--- src/rtl/chg_seq_pkg.sv ---
package chg_seq_pkg;
   typedef enum logic [2:0] {
      ST_IDLE  = 3'd0,
      ST_PEND  = 3'd1,
      ST_BULK  = 3'd2,
      ST_PON   = 3'd3,
      ST_DECAY = 3'd4
   } chg_state_e;

   typedef enum logic [1:0] {
      CS_NOSRC = 2'b00,
      CS_BUSY  = 2'b01,
      CS_SRC   = 2'b10,
      CS_DONE  = 2'b11
   } chg_stat_e;
endpackage

--- src/rtl/chg_qual.sv ---
module chg_qual #(
   parameter int VW    = 10,
   parameter int TW    = 11,
   parameter int V_LB  = 615,
   parameter int V_CV  = 861,
   parameter int T_LO  = 0,
   parameter int T_HI  = 320,
   parameter int T_MAX = 400
) (
   input  logic                 volt_vld,
   input  logic [VW-1:0]        volt_smp,
   input  logic                 temp_vld,
   input  logic signed [TW-1:0] temp_smp,
   output logic                 low_batt,
   output logic                 cv_reached,
   output logic                 cv_below,
   output logic                 temp_in_win,
   output logic                 temp_hot
);
   localparam logic [VW-1:0]        VLB_C = VW'(V_LB);
   localparam logic [VW-1:0]        VCV_C = VW'(V_CV);
   localparam logic signed [TW-1:0] TLO_C = TW'(T_LO);
   localparam logic signed [TW-1:0] THI_C = TW'(T_HI);
   localparam logic signed [TW-1:0] TMX_C = TW'(T_MAX);

   assign low_batt    = volt_vld && (volt_smp < VLB_C);
   assign cv_reached  = volt_vld && (volt_smp >= VCV_C);
   assign cv_below    = volt_vld && (volt_smp < VCV_C);
   assign temp_in_win = temp_vld && (temp_smp >= TLO_C) && (temp_smp <= THI_C);
   assign temp_hot    = temp_vld && (temp_smp > TMX_C);
endmodule

--- src/rtl/chg_ct_timer.sv ---
module chg_ct_timer #(
   parameter int CT_W    = 8,
   parameter int CT_TICK = 50
) (
   input  logic            clk,
   input  logic            rst_n,
   input  logic            load,
   input  logic            en,
   input  logic [CT_W-1:0] preset,
   input  logic            wr,
   input  logic [CT_W-1:0] wdata,
   output logic [CT_W-1:0] ct,
   output logic            zero
);
   logic            tick;
   logic [CT_W-1:0] ct_q;

   generate
      if (CT_TICK < 1) begin : g_bad_tick
         $error("chg_ct_timer: CT_TICK must be at least 1");
      end
      if (CT_TICK > 1) begin : g_pre
         localparam int PSW = $clog2(CT_TICK);
         localparam logic [PSW-1:0] PS_LAST = PSW'(CT_TICK - 1);
         logic [PSW-1:0] pre_q;
         always_ff @(posedge clk or negedge rst_n) begin
            if (!rst_n)      pre_q <= '0;
            else if (load)   pre_q <= '0;
            else if (en)     pre_q <= (pre_q == PS_LAST) ? '0 : pre_q + 1'b1;
         end
         assign tick = en && !load && (pre_q == PS_LAST);
      end else begin : g_nopre
         assign tick = en && !load;
      end
   endgenerate

   always_ff @(posedge clk or negedge rst_n) begin
      if (!rst_n)                      ct_q <= '0;
      else if (wr)                     ct_q <= wdata;
      else if (load)                   ct_q <= preset;
      else if (tick && (ct_q != '0))   ct_q <= ct_q - 1'b1;
   end

   assign ct   = ct_q;
   assign zero = (ct_q == '0);
endmodule

--- src/rtl/chg_probe_gen.sv ---
module chg_probe_gen #(
   parameter int PROBE_PERIOD = 8,
   parameter int PROBE_HIGH   = 4
) (
   input  logic clk,
   input  logic rst_n,
   input  logic clr,
   input  logic en,
   output logic probe_hi
);
   generate
      if (PROBE_PERIOD < 2) begin : g_bad_period
         $error("chg_probe_gen: PROBE_PERIOD must be at least 2");
      end
      if (PROBE_HIGH == 0) begin : g_noprobe
         assign probe_hi = 1'b0;
      end else begin : g_probe
         localparam int PRW = $clog2(PROBE_PERIOD);
         localparam logic [PRW-1:0] PR_LAST = PRW'(PROBE_PERIOD - 1);
         localparam logic [PRW-1:0] PR_HIGH_AT = PRW'(PROBE_PERIOD - PROBE_HIGH);
         logic [PRW-1:0] cnt_q;
         always_ff @(posedge clk or negedge rst_n) begin
            if (!rst_n)    cnt_q <= '0;
            else if (clr)  cnt_q <= '0;
            else if (en)   cnt_q <= (cnt_q == PR_LAST) ? '0 : cnt_q + 1'b1;
         end
         assign probe_hi = en && (cnt_q >= PR_HIGH_AT);
      end
   endgenerate
endmodule

--- src/rtl/chg_seq_ctrl.sv ---
module chg_seq_ctrl
   import chg_seq_pkg::*;
#(
   parameter int VW            = 10,
   parameter int TW            = 11,
   parameter int CT_W          = 8,
   parameter int V_LB          = 615,
   parameter int V_CV          = 861,
   parameter int T_LO          = 0,
   parameter int T_HI          = 320,
   parameter int T_MAX         = 400,
   parameter int PROBE_PERIOD  = 8,
   parameter int PROBE_HIGH    = 4,
   parameter int PULSE_LOW     = 6,
   parameter int DECAY_PERIODS = 15,
   parameter int CT_TICK       = 50
) (
   input  logic                 clk,
   input  logic                 rst_n,
   input  logic [VW-1:0]        volt_smp,
   input  logic                 volt_vld,
   input  logic signed [TW-1:0] temp_smp,
   input  logic                 temp_vld,
   input  logic                 src_present,
   input  logic                 cfg_nimh,
   input  logic                 cfg_auto,
   input  logic                 start_cmd,
   input  logic                 stop_cmd,
   input  logic                 bus_low_long,
   input  logic                 stat_wr,
   input  logic [CT_W-1:0]      ct_preset,
   input  logic                 ct_wr,
   input  logic [CT_W-1:0]      ct_wdata,
   input  logic                 nimh_term,
   output logic                 rcv_n,
   output logic                 fast_n,
   output logic [1:0]           chg_status,
   output logic [CT_W-1:0]      ct_remain
);
   localparam int DECAY_CYC = DECAY_PERIODS * PULSE_LOW;
   localparam int PHW       = $clog2(DECAY_CYC + 1);
   localparam logic [PHW-1:0] PON_LAST = PHW'(PULSE_LOW - 1);
   localparam logic [PHW-1:0] DEC_LAST = PHW'(DECAY_CYC - 1);

   generate
      if (PROBE_HIGH >= PROBE_PERIOD) begin : g_bad_probe
         $error("chg_seq_ctrl: PROBE_HIGH must be below PROBE_PERIOD");
      end
      if (PULSE_LOW < 1 || DECAY_PERIODS < 1) begin : g_bad_pulse
         $error("chg_seq_ctrl: pulse timing parameters must be positive");
      end
      if (V_CV <= V_LB) begin : g_bad_volt
         $error("chg_seq_ctrl: V_CV must exceed V_LB");
      end
   endgenerate

   chg_state_e     state_q, state_d;
   logic [PHW-1:0] phase_q, phase_d;
   logic           done_q, rcv_q, src_q;
   logic           fast_start, finish;
   logic           low_batt, cv_reached, cv_below, temp_in_win, temp_hot;
   logic           ct_zero, probe_hi;
   logic           in_fast, gate_on, abort, init, ready, sec_term, chem_term;

   chg_qual #(
      .VW(VW), .TW(TW), .V_LB(V_LB), .V_CV(V_CV),
      .T_LO(T_LO), .T_HI(T_HI), .T_MAX(T_MAX)
   ) u_qual (
      .volt_vld   (volt_vld),
      .volt_smp   (volt_smp),
      .temp_vld   (temp_vld),
      .temp_smp   (temp_smp),
      .low_batt   (low_batt),
      .cv_reached (cv_reached),
      .cv_below   (cv_below),
      .temp_in_win(temp_in_win),
      .temp_hot   (temp_hot)
   );

   chg_ct_timer #(.CT_W(CT_W), .CT_TICK(CT_TICK)) u_ct (
      .clk   (clk),
      .rst_n (rst_n),
      .load  (fast_start),
      .en    (in_fast),
      .preset(ct_preset),
      .wr    (ct_wr),
      .wdata (ct_wdata),
      .ct    (ct_remain),
      .zero  (ct_zero)
   );

   chg_probe_gen #(.PROBE_PERIOD(PROBE_PERIOD), .PROBE_HIGH(PROBE_HIGH)) u_probe (
      .clk     (clk),
      .rst_n   (rst_n),
      .clr     (fast_start),
      .en      (in_fast),
      .probe_hi(probe_hi)
   );

   assign in_fast   = (state_q == ST_BULK) || (state_q == ST_PON) || (state_q == ST_DECAY);
   assign gate_on   = (state_q == ST_BULK) || (state_q == ST_PON);
   assign abort     = stop_cmd || (bus_low_long && !cfg_auto);
   assign init      = start_cmd || (cfg_auto && src_present && !src_q);
   assign ready     = src_present && temp_in_win && volt_vld && !low_batt;
   assign sec_term  = temp_hot || ct_zero;
   assign chem_term = cfg_nimh && nimh_term;

   always_comb begin
      state_d    = state_q;
      phase_d    = phase_q;
      fast_start = 1'b0;
      finish     = 1'b0;
      case (state_q)
         ST_IDLE: begin
            if (init && !abort) state_d = ST_PEND;
         end
         ST_PEND: begin
            if (abort) begin
               state_d = ST_IDLE;
            end else if (ready) begin
               state_d    = ST_BULK;
               fast_start = 1'b1;
            end
         end
         ST_BULK, ST_PON, ST_DECAY: begin
            if (abort || !src_present) begin
               state_d = ST_IDLE;
            end else if (sec_term || chem_term) begin
               state_d = ST_IDLE;
               finish  = 1'b1;
            end else begin
               case (state_q)
                  ST_BULK: begin
                     if (!cfg_nimh && cv_reached) begin
                        state_d = ST_PON;
                        phase_d = '0;
                     end
                  end
                  ST_PON: begin
                     if (phase_q == PON_LAST) begin
                        state_d = ST_DECAY;
                        phase_d = '0;
                     end else begin
                        phase_d = phase_q + 1'b1;
                     end
                  end
                  ST_DECAY: begin
                     if (cv_below) begin
                        state_d = ST_PON;
                        phase_d = '0;
                     end else if (phase_q == DEC_LAST) begin
                        state_d = ST_IDLE;
                        finish  = 1'b1;
                     end else begin
                        phase_d = phase_q + 1'b1;
                     end
                  end
                  default: state_d = ST_IDLE;
               endcase
            end
         end
         default: state_d = ST_IDLE;
      endcase
   end

   always_ff @(posedge clk or negedge rst_n) begin
      if (!rst_n) begin
         state_q <= ST_IDLE;
         phase_q <= '0;
         done_q  <= 1'b0;
         rcv_q   <= 1'b0;
         src_q   <= 1'b0;
      end else begin
         state_q <= state_d;
         phase_q <= phase_d;
         rcv_q   <= src_present && low_batt;
         src_q   <= src_present;
         if (finish)       done_q <= 1'b1;
         else if (stat_wr) done_q <= 1'b0;
      end
   end

   always_comb begin
      if (done_q)                chg_status = CS_DONE;
      else if (in_fast || rcv_q) chg_status = CS_BUSY;
      else if (src_q)            chg_status = CS_SRC;
      else                       chg_status = CS_NOSRC;
   end

   assign rcv_n  = !rcv_q;
   assign fast_n = !(gate_on && !probe_hi);
endmodule

--- config.mk ---
export PLATFORM = sky130hd
export DESIGN_NAME = chg_seq_ctrl
export DESIGN_NICKNAME = d
export VERILOG_FILES = /design/src/rtl/chg_seq_pkg.sv /design/src/rtl/chg_qual.sv /design/src/rtl/chg_ct_timer.sv /design/src/rtl/chg_probe_gen.sv /design/src/rtl/chg_seq_ctrl.sv
export SDC_FILE = /design/constraint.sdc
export NUM_CORES = 1
export LEC_CHECK = 0
export BUFFER_PORTS_ARGS = -buffer_cell sky130_fd_sc_hd__buf_4
export CELL_PAD_IN_SITES_DETAIL_PLACEMENT = 1
export CELL_PAD_IN_SITES_GLOBAL_PLACEMENT = 1
export CORE_MARGIN = 3
export CORE_UTILIZATION = 35
export DETAILED_ROUTE_END_ITERATION = 8
export HOLD_SLACK_MARGIN = 0.02
export PLACE_DENSITY = 0.83
export SETUP_SLACK_MARGIN = 0.3
export SLEW_MARGIN = 25
export SYNTH_ARGS = -nofsm -noshare
export SYNTH_HDL_FRONTEND = slang
export SYNTH_HIERARCHICAL = 1
export SYNTH_SLANG_ARGS = --single-unit
--- constraint.sdc ---
create_clock -name clk -period 2.7 [get_ports clk]
set_input_delay 0.405 -clock clk [delete_from_list [all_inputs] [get_ports clk]]
set_output_delay 0.405 -clock clk [all_outputs]
set_load 0.02 [all_outputs]
# [After elaboration in Yosys (flattened, before gate mapping)]
# Index checks and enable logic that the tools add are counted.
[word_totals] reg_bits=30 in_bits=50 out_inout_bits=12
[classes] n_bitwise=2 addsub=4 order_cmp=7 n_reduce_logical=49 eq_ne=15 n_mux=39
[op_table] cell="2-to-1 mux 3 bit" n=12
[op_table] cell="2-to-1 mux 7 bit" n=4
[op_table] cell="2-to-1 mux 8 bit" n=3
[op_table] cell="logical AND 1 bit" n=21
[op_table] cell="case mux 7 bit (3 select lines)" n=1
[op_table] cell="less-than comparator 10 bit, second input constant" n=2
[op_table] cell="2-to-1 mux 6 bit" n=3
[op_table] cell="case mux 3 bit (3 select lines)" n=2
[op_table] cell=">= comparator 11 x 1 -> 1 bit, second input constant" n=1
[op_table] cell="> comparator 11 x 10 -> 1 bit, second input constant" n=1
[op_table] cell="<= comparator 11 x 10 -> 1 bit, second input constant" n=1
[op_table] cell="2-to-1 mux 1 bit" n=11
[op_table] cell=">= comparator 10 bit, second input constant" n=1
[op_table] cell="zero test 1 bit" n=10
[op_table] cell="inequality test 5 bit, second input constant" n=2
[op_table] cell="zero test 8 bit" n=1
[op_table] cell="logical OR 1 bit" n=8
[op_table] cell="nonzero test 8 bit" n=1
[op_table] cell="subtractor 8 x 1 -> 8 bit, second input constant" n=1
[op_table] cell="adder 7 x 1 -> 7 bit, second input constant" n=1
[op_table] cell="equality test 7 x 3 -> 1 bit, second input constant" n=1
[op_table] cell="equality test 7 bit, second input constant" n=1
[op_table] cell="adder 6 x 1 -> 6 bit, second input constant" n=1
[op_table] cell="equality test 3 x 2 -> 1 bit, second input constant" n=2
[op_table] cell="other kinds (17)" n=24

# [Logic depth before layout (Yosys ltp)]
# Gate-level depths: netlist of run 1.
[logic_depth] depth_word=16 ltp_mapped=11

# [Modules after synthesis]
# The synthesis of run 1 kept the hierarchy.
[modules_own_cells] mod="chg_ct_timer" seq_area_each_um2=350.3 n_inst=1 cells_per_inst=113 area_per_inst_um2=1034.7
[modules_own_cells] mod="chg_seq_ctrl" seq_area_each_um2=325.3 n_inst=1 cells_per_inst=93 area_per_inst_um2=883.3
[modules_own_cells] mod="chg_probe_gen" seq_area_each_um2=75.1 n_inst=1 cells_per_inst=14 area_per_inst_um2=162.7
[modules_own_cells] mod="chg_qual" seq_area_each_um2=0.0 n_inst=1 cells_per_inst=24 area_per_inst_um2=147.6

# [Least setup slack after synthesis of run 1]
# OpenSTA, ideal clock, no wires.
[synth_timing] path_kind="input-to-reg" startpoint="in temp_smp[5]" endpoint="reg phase_q[6]" cell_stages=8 path_slack_ps=-271 t_arrival_ps=2891 path_buffers=0 setup_ps=80 path_cell_list="nor4b_1 > a41oi_1 > o31a_1 > a211o_2 > or3_4 > or4_4 > or4_4 > o211ai_2"
[synth_via] elab_chain_len=6
[synth_rtl] item="from (decl)" line="chg_seq_ctrl.sv:22" text="input logic signed [TW-1:0] temp_smp,"
[synth_rtl] item="> comparator 11 x 10 -> 1 bit" line="chg_qual.sv:30" text="assign temp_hot = temp_vld && (temp_smp > TMX_C);"
[synth_rtl] item="logical AND 1 bit" line="chg_qual.sv:30"
[synth_rtl] item="net temp_hot" line="chg_seq_ctrl.sv:61" text="logic low_batt, cv_reached, cv_below, temp_in_win, temp_hot;"
[synth_rtl] item="logical OR 1 bit" line="chg_seq_ctrl.sv:105" text="assign sec_term = temp_hot || ct_zero;"
[synth_rtl] item="logical OR 1 bit" line="chg_seq_ctrl.sv:128" text="end else if (sec_term || chem_term) begin"
[synth_rtl] item="inverter 1 bit (no line)"
[synth_rtl] item="AND reduction 6 bit (no line)"
[synth_rtl] item="to (signal assigned)" line="chg_seq_ctrl.sv:175" text="phase_q <= phase_d;"
[synth_rtl] item="to (decl)" line="chg_seq_ctrl.sv:58" text="logic [PHW-1:0] phase_q, phase_d;"
# The timed path passes the listed nets, and every way through them passes these cells.
# A chain may end at the register's enable or synchronous reset.

# [Worst setup path in the final report of run 1]
[layout_timing] startpoint="reg u_ct.ct_q[2], in the netlist u_ct/ct[2]" endpoint="reg state_q[0]"
[layout_via] elab_chain_len=6
[layout_rtl] item="from (decl)" line="chg_ct_timer.sv:16" text="logic [CT_W-1:0] ct_q;"
[layout_rtl] item="from (signal assigned)" line="chg_ct_timer.sv:39" text="else if (wr) ct_q <= wdata;"
[layout_rtl] item="from (signal assigned)" line="chg_ct_timer.sv:40" text="else if (load) ct_q <= preset;"
[layout_rtl] item="from (signal assigned)" line="chg_ct_timer.sv:41" text="else if (tick && (ct_q != '0)) ct_q <= ct_q - 1'b1;"
[layout_rtl] item="zero test 8 bit (*)" line="chg_ct_timer.sv:45" text="assign zero = (ct_q == '0);"
[layout_rtl] item="net ct_zero" line="chg_seq_ctrl.sv:62" text="logic ct_zero, probe_hi;"
[layout_rtl] item="logical OR 1 bit (*)" line="chg_seq_ctrl.sv:105"
[layout_rtl] item="logical OR 1 bit (*)" line="chg_seq_ctrl.sv:128"
[layout_rtl] item="2-to-1 mux 3 bit" line="chg_seq_ctrl.sv:128"
[layout_rtl] item="2-to-1 mux 3 bit" line="chg_seq_ctrl.sv:126" text="if (abort || !src_present) begin"
[layout_rtl] item="case mux 3 bit (3 select lines)" line="chg_seq_ctrl.sv:113" text="case (state_q)"
[layout_rtl] item="to (signal assigned)" line="chg_seq_ctrl.sv:174" text="state_q <= state_d;"
[layout_rtl] item="to (decl)" line="chg_seq_ctrl.sv:57" text="chg_state_e state_q, state_d;"
# The timed path passes the listed nets; every way through them passes the cells marked *.

==> results.toml, run 1 <==
[finish]
syn2layout_area_growth_pct = 48.1
layout_common_cells = "88 x buf_4, 24 x dfrtp_1, 17 x o21ai_0"
drive_gt1_frac = 0.451
fin_util = 0.548
design_area_sq_um = 3300
nets = 403
diodes = 0
fillCellCount = 709
final_common_cell = "buf_4"

[sta]
layout_setup_ws_ns = 0.0354
maxSlewHeadroom = 0.554
finalCriticalPeriod_ns = 2.66
whs_ns = 0.0470
skew_ns = 0.00792
fmax_ghz = 0.375
timing.final.hold_violations = 0
finalSetupViolations = 0
drv_slew = 0
rsz0062_at_grt = "yes"
period_share = 0.987
worst_pin_slew_ns = 0.664

[route]
vias_per_cell = 5.53
drt_iter0_drc = 65
first_pass_iters = 4
wire_per_inst_um = 18.0
drc_errors = 0
drt-total-wl_um = 7570
num_vias = 2329
antenna_left = 0

[clock_tree]
cts_max_path_buffers = 2
htreeDepth = 2
cts-root-buf = "clkbuf_8"
cts_buffers = 5
tritoncts = "yes"
clock-sinks = 30
clock_latency_ns = 0.29
path_clk_slew_ns = 0.07

[global_route]
grt_pass1_wl_um = 12300
grt_use_total = 0.209
grt_pass1_vias = 2500
grt_max_degree = 31
antenna_found_initial = 0
overflow = 0

[floorplan]
rows = 28
fp.dieArea_sq_um = 7360
initial_core_util = 0.370
die_w_um = 85.8
die_h_um = 85.8
core_area_sq_um = 6030
io_pins = 62

[synth]
syn-num-nets = 302
synth_area_sq_um = 2230
ys_seq_area_frac = 0.337
yosys_warnings = 6
synthArstFlopShare = 1.00
syn_area_per_cell_sq_um = 9.13
ys_ff_latch = 30
yosysUniqueCellTypes = 64
ys_top_cells_by_area = "dfrtp_1 34%, o21ai_0 4.7%, ha_1 4.5%"
yosys_most_used_dff = "dfrtp_1"
synth_edf_count = 0
syn_inst = 244
yosysTopAreaCellShare = 0.337
synth_largest_area_cell = "dfrtp_1"

[place]
pre_cts_slack_ns = -0.271
dp_hpwl_um = 5390
place_area_sq_um = 2980
io_buffer_count = 61
place_congestion = 0.875

[setup_path]
cp.required_ns = 2.88
critical-path-slowest-cell = "or4_4"
critical-path-max-stage-delay_ns = 0.53
critPathMaxFanout = 3
timing.critical_path.mode_cell = "buf_4"
arrival_ns = 2.84
path_class = "reg2reg"
startpoint_type = "flip-flop"
worstSetupEndpointType = "flip-flop"
crit_chain = "or4_4 > or4b_4 > inv_2 > a211o_2 > buf_4 > nor3_1 > buf_4 > o211a_1 > nand3b_1 > mux2_2"

[power]
p_per_area_nw_per_um2 = 592
irDropWorstVdd_uv = 370
p_leak_nw = 1.49
total_power_w = 0.00195

[min_path]
min_path_type = "in2async"

[run]
maxCapViolCount = 0

[status]
outcome = "finished clean"
==> layout make-up <==
| class | instances | area (sq um) | area share |
|---|---|---|---|
| multi-input combinational | 192 | 1490 | 0.452 |
| timing repair buffer | 99 | 793 | 0.240 |
| sequential | 30 | 758 | 0.230 |
| tap | 75 | 93.8 | 0.0284 |
| clock buffer | 6 | 82.6 | 0.0250 |
| inverter | 17 | 67.6 | 0.0205 |
| clock inverter | 2 | 12.5 | 0.00379 |
==> synthesized netlist by cell type (5+ instances only) <==
cell type  count
a211oi_1       5
a21oi_1       13
a22o_1         5
dfrtp_1       30
ha_1           8
inv_1         17
mux2i_1        5
nand2_1       16
nand2b_1       5
nand3b_1       5
nor2_1        15
nor2b_1        5
nor4_1         5
o21ai_0       21
==> power breakdown <==
part / switching (W) / total [W] / leakage (nW) / internal, W
Clock: 0.000190 / 0.000395 / 0.0472 / 0.000205
Combinational: 0.000431 / 0.000859 / 1.08 / 0.000428
Sequential: 0.000132 / 0.000699 / 0.365 / 0.000567
==> cells by family (layout without fill, tap and decap cells) <==
logic type | Yosys count | count (layout) | synth area share
buffers and inverters | 22 | 124 | 0.0460
xor gates and xnor gates | 3 | 3 | 0.0118
and+or+nand+nor | 93 | 93 | 0.261
muxes | 11 | 11 | 0.0595
DFF | 30 | 30 | 0.337
adders and majority gates | 8 | 8 | 0.0449
AOI/OAI and AO/OA | 77 | 77 | 0.240
==> sequential cells by signal, indices dropped and copies added, names as in the netlist <==
signal,cells
rcv_q,1
done_q,1
u_probe/g_probe.cnt_q,3
src_q,1
u_ct/ct,8
phase_q,7
state_q,3
u_ct/g_pre.pre_q,6
==> routing by layer <==
| layer | track usage | vias up | routed length, um |
|---|---|---|---|
| met5 | 0 | - | 0 |
| met1 | 0.254 | 1149 | 3240 |
| met2 | 0.369 | 40 | 3960 |
| met3 | 0.0384 | 11 | 258 |
| li1 | - | 1129 | - |
| met4 | 0.0748 | 0 | 107 |
==> critical path, delay by kind of cell, from the launching register on <==
family / cells / cell delay (ns)
flip-flops: 1 / 0.41
AO/OA/AOI/OAI: 2 / 0.23
AND/OR/NAND/NOR: 4 / 1.29
buffers and inverters: 3 / 0.36
multiplexers: 1 / 0.28
==> final timing paths <==
kind,to,start,slack (ns),depth (start not counted)
worst min register to register,u_ct/g_pre.pre_q[1],u_ct/g_pre.pre_q[1],0.55,2
worst min-delay path,u_ct/ct[7],rst_n,0.05,1
min in group clk,src_q,src_present,0.28,1
max in group asynchronous,u_ct/ct[2],rst_n,2.33,1
worst max-delay path,state_q[0],u_ct/ct[2],0.04,10
worst max register to register,state_q[0],u_ct/ct[2],0.04,10
==> per-stage QoR <==
| step | instances | TNS (ns) |
|---|---|---|
| 6_report | 421 | 0 |
| 5_1_grt | 421 | -0.0616 |
| 4_1_cts | 412 | 0 |
| 3_5_place_dp | 400 | -1.56 |
| 3_3_place_gp | 400 | -0.938 |
| 2_1_floorplan | 244 | -0.0768 |
==> repair_timing <==
item,in CTS,in global routing
hold buffers,0,0
buffers inserted,4,9
gates resized for setup,13,21
cloned,0,0
pin swaps,12,4
endpoints found under the setup margin,15,22
No activity file was read; power rests on OpenSTA's default activity.
==> run 2, diff against run 1 <==
--- a/config.mk
+++ b/config.mk
@@ -9,13 +9,12 @@
 export CELL_PAD_IN_SITES_DETAIL_PLACEMENT = 1
 export CELL_PAD_IN_SITES_GLOBAL_PLACEMENT = 1
 export CORE_MARGIN = 3
-export CORE_UTILIZATION = 35
+export CORE_UTILIZATION = 34
 export DETAILED_ROUTE_END_ITERATION = 8
 export HOLD_SLACK_MARGIN = 0.02
-export PLACE_DENSITY = 0.83
+export PLACE_DENSITY = 0.82
 export SETUP_SLACK_MARGIN = 0.3
 export SLEW_MARGIN = 25
 export SYNTH_ARGS = -nofsm -noshare
 export SYNTH_HDL_FRONTEND = slang
-export SYNTH_HIERARCHICAL = 1
 export SYNTH_SLANG_ARGS = --single-unit
==> results.toml, run 2 <==
[status]
outcome = "finished clean"

[finish]
diodes = 0
fin_util = 0.481
drive_gt1_frac = 0.299
largest_reg_flops = 8
final_common_cell = "buf_4"
nets = 358
syn2layout_area_growth_pct = 32.8
design_area_sq_um = 2750
layout_common_cells = "66 x buf_4, 29 x dfrtp_1, 20 x nand2_1"

[route]
drt_iter0_drc = 63
wire_per_inst_um = 16.7
first_pass_iters = 4
vias_per_cell = 5.70
drc_errors = 0
num_vias = 2126
drt-total-wl_um = 6240
antenna_left = 0

[floorplan]
die_h_um = 84.0
fp.dieArea_sq_um = 7060
core_area_sq_um = 5710
die_w_um = 84.0
rows = 27
initial_core_util = 0.362
io_pins = 62

[synth]
yosysTopAreaCellShare = 0.363
syn_area_per_cell_sq_um = 9.00
ys_top_cells_by_area = "dfrtp_1 36%, ha_1 4.8%, o21ai_0 4.4%"
syn_inst = 230
yosysMostFrequentCell = "dfrtp_1"
synth_edf_count = 0
synth_largest_area_cell = "dfrtp_1"
yosysUniqueCellTypes = 62
synthTopCellsByCount = "30 x dfrtp_1, 20 x nand2_1, 18 x o21ai_0"
synthArstFlopShare = 1.00
yosys_most_used_dff = "dfrtp_1"
ys_ff_latch = 30
synth_area_sq_um = 2070
yosys_warnings = 0
ys_seq_area_frac = 0.363
syn-num-nets = 288

[global_route]
grt_use_total = 0.183
grt_pass1_vias = 2216
grt_pass1_wl_um = 10700
antenna_found_initial = 0
overflow = 0
grt_max_degree = 31

[setup_path]
critical-path-max-stage-delay_ns = 0.55
critical-path-slowest-cell = "or3b_2"
critPathMaxFanout = 8
critPathLaunch = "state_q[1]"
r2r_start = "state_q[1]"
crit_chain = "or3b_2 > nand2_1 > nand3_2 > nor4_4 > buf_4 > nand2b_1 > o2bb2ai_1"
worstSetupEndpointType = "flip-flop"
arrival_ns = 2.45
startpoint_type = "flip-flop"
path_class = "reg2reg"
cp.required_ns = 2.89

[power]
irDropWorstVdd_uv = 284
p_leak_nw = 1.22
p_per_area_nw_per_um2 = 568

[sta]
maxSlewHeadroom = 0.605
skew_ns = 0.00305
worst_pin_slew_ns = 0.589
finalSetupViolations = 0
finalSetupTns_ns = 0
fmax_ghz = 0.444
period_share = 0.835
finalCriticalPeriod_ns = 2.25
timing.final.hold_violations = 0
layout_setup_ws_ns = 0.447
drv_slew = 0
rsz0062_at_grt = "no"

[clock_tree]
clock-sinks = 30
clock_latency_ns = 0.28
cts_max_path_buffers = 2
cts_buffers = 5
path_clk_slew_ns = 0.06
cts-root-buf = "clkbuf_8"
htreeDepth = 2
tritoncts = "yes"

[place]
dp_hpwl_um = 4920
pre_cts_slack_ns = 0.209
place_area_sq_um = 2620
place_congestion = 0.809
io_buffer_count = 61

[run]
maxCapViolCount = 0

[min_path]
min_path_type = "in2async"
==> run 2: final cells by class <==
type / instances / area (sq um)
clock buffers: 7 / 86.3
clock inverters: 1 / 5.00
fillers: 697 / 2960
inverters: 11 / 41.3
multi-input cells: 186 / 1280
flip-flops and latches: 30 / 752
well taps: 72 / 90.1
repair buffers: 66 / 495
==> run 2: metrics by stage <==
step	cells	power [W]	hold slack, ns
floorplan	230	0.000972	0.109
global placement	363	0.00117	0.364
detailed placement	363	0.00119	0.365
CTS	373	0.00158	0.0610
global route	373	0.00168	0.0725
finish	373	0.00156	0.0494
==> run 2: per-layer routing <==
metal | up-vias | track usage | part of all wire
met5 | - | 0 | 0
met4 | 0 | 0.0468 | 0.017
met1 | 1047 | 0.233 | 0.44
met3 | 14 | 0.0385 | 0.042
li1 | 1017 | - | -
met2 | 48 | 0.313 | 0.50
==> run 2: path summary, 6_finish.rpt <==
path | endpoint | slack (ns) | depth (start not counted)
min | u_ct.ct[3] | 0.05 | 1
max in group asynchronous | state_q[0] | 2.34 | 1
min reg2reg | u_ct.g_pre.pre_q[5] | 0.50 | 1
min in group clk | src_q | 0.28 | 1
max reg2reg | phase_q[3] | 0.45 | 7
max | phase_q[3] | 0.45 | 7
==> run 2: power by group <==
| group | switching [W] | leakage [nW] | internal [W] |
|---|---|---|---|
| Clock | 0.000167 | 0.0482 | 0.000205 |
| Combinational | 0.000277 | 0.778 | 0.000269 |
| Sequential | 0.000105 | 0.390 | 0.000536 |
| Total | 0.000550 | 1.22 | 0.00101 |
==> run 2: worst max-delay path: cells and delay by family, from the launching register on <==
kind | cells | cell delay, ns
buffers and inverters | 1 | 0.19
DFF | 1 | 0.44
AOI/OAI and AO/OA | 1 | 0.22
and+or+nand+nor | 5 | 1.31
==> run 2: cell families after synthesis <==
logic type | synth area share
AO/OA/AOI/OAI | 0.240
buffers and inverters | 0.0278
multiplexers | 0.0369
adder cells (fa/ha/maj) | 0.0484
flip-flops | 0.363
XOR/XNOR | 0.0169
AND/OR/NAND/NOR | 0.267
==> run 2: timing repair <==
item	4_1_cts	5_1_grt
endpoints found under the setup margin	6	11
cloned	0	0
gates resized for setup	1	4
setup buffers	2	0
pin swaps	2	1
hold buffers	0	0
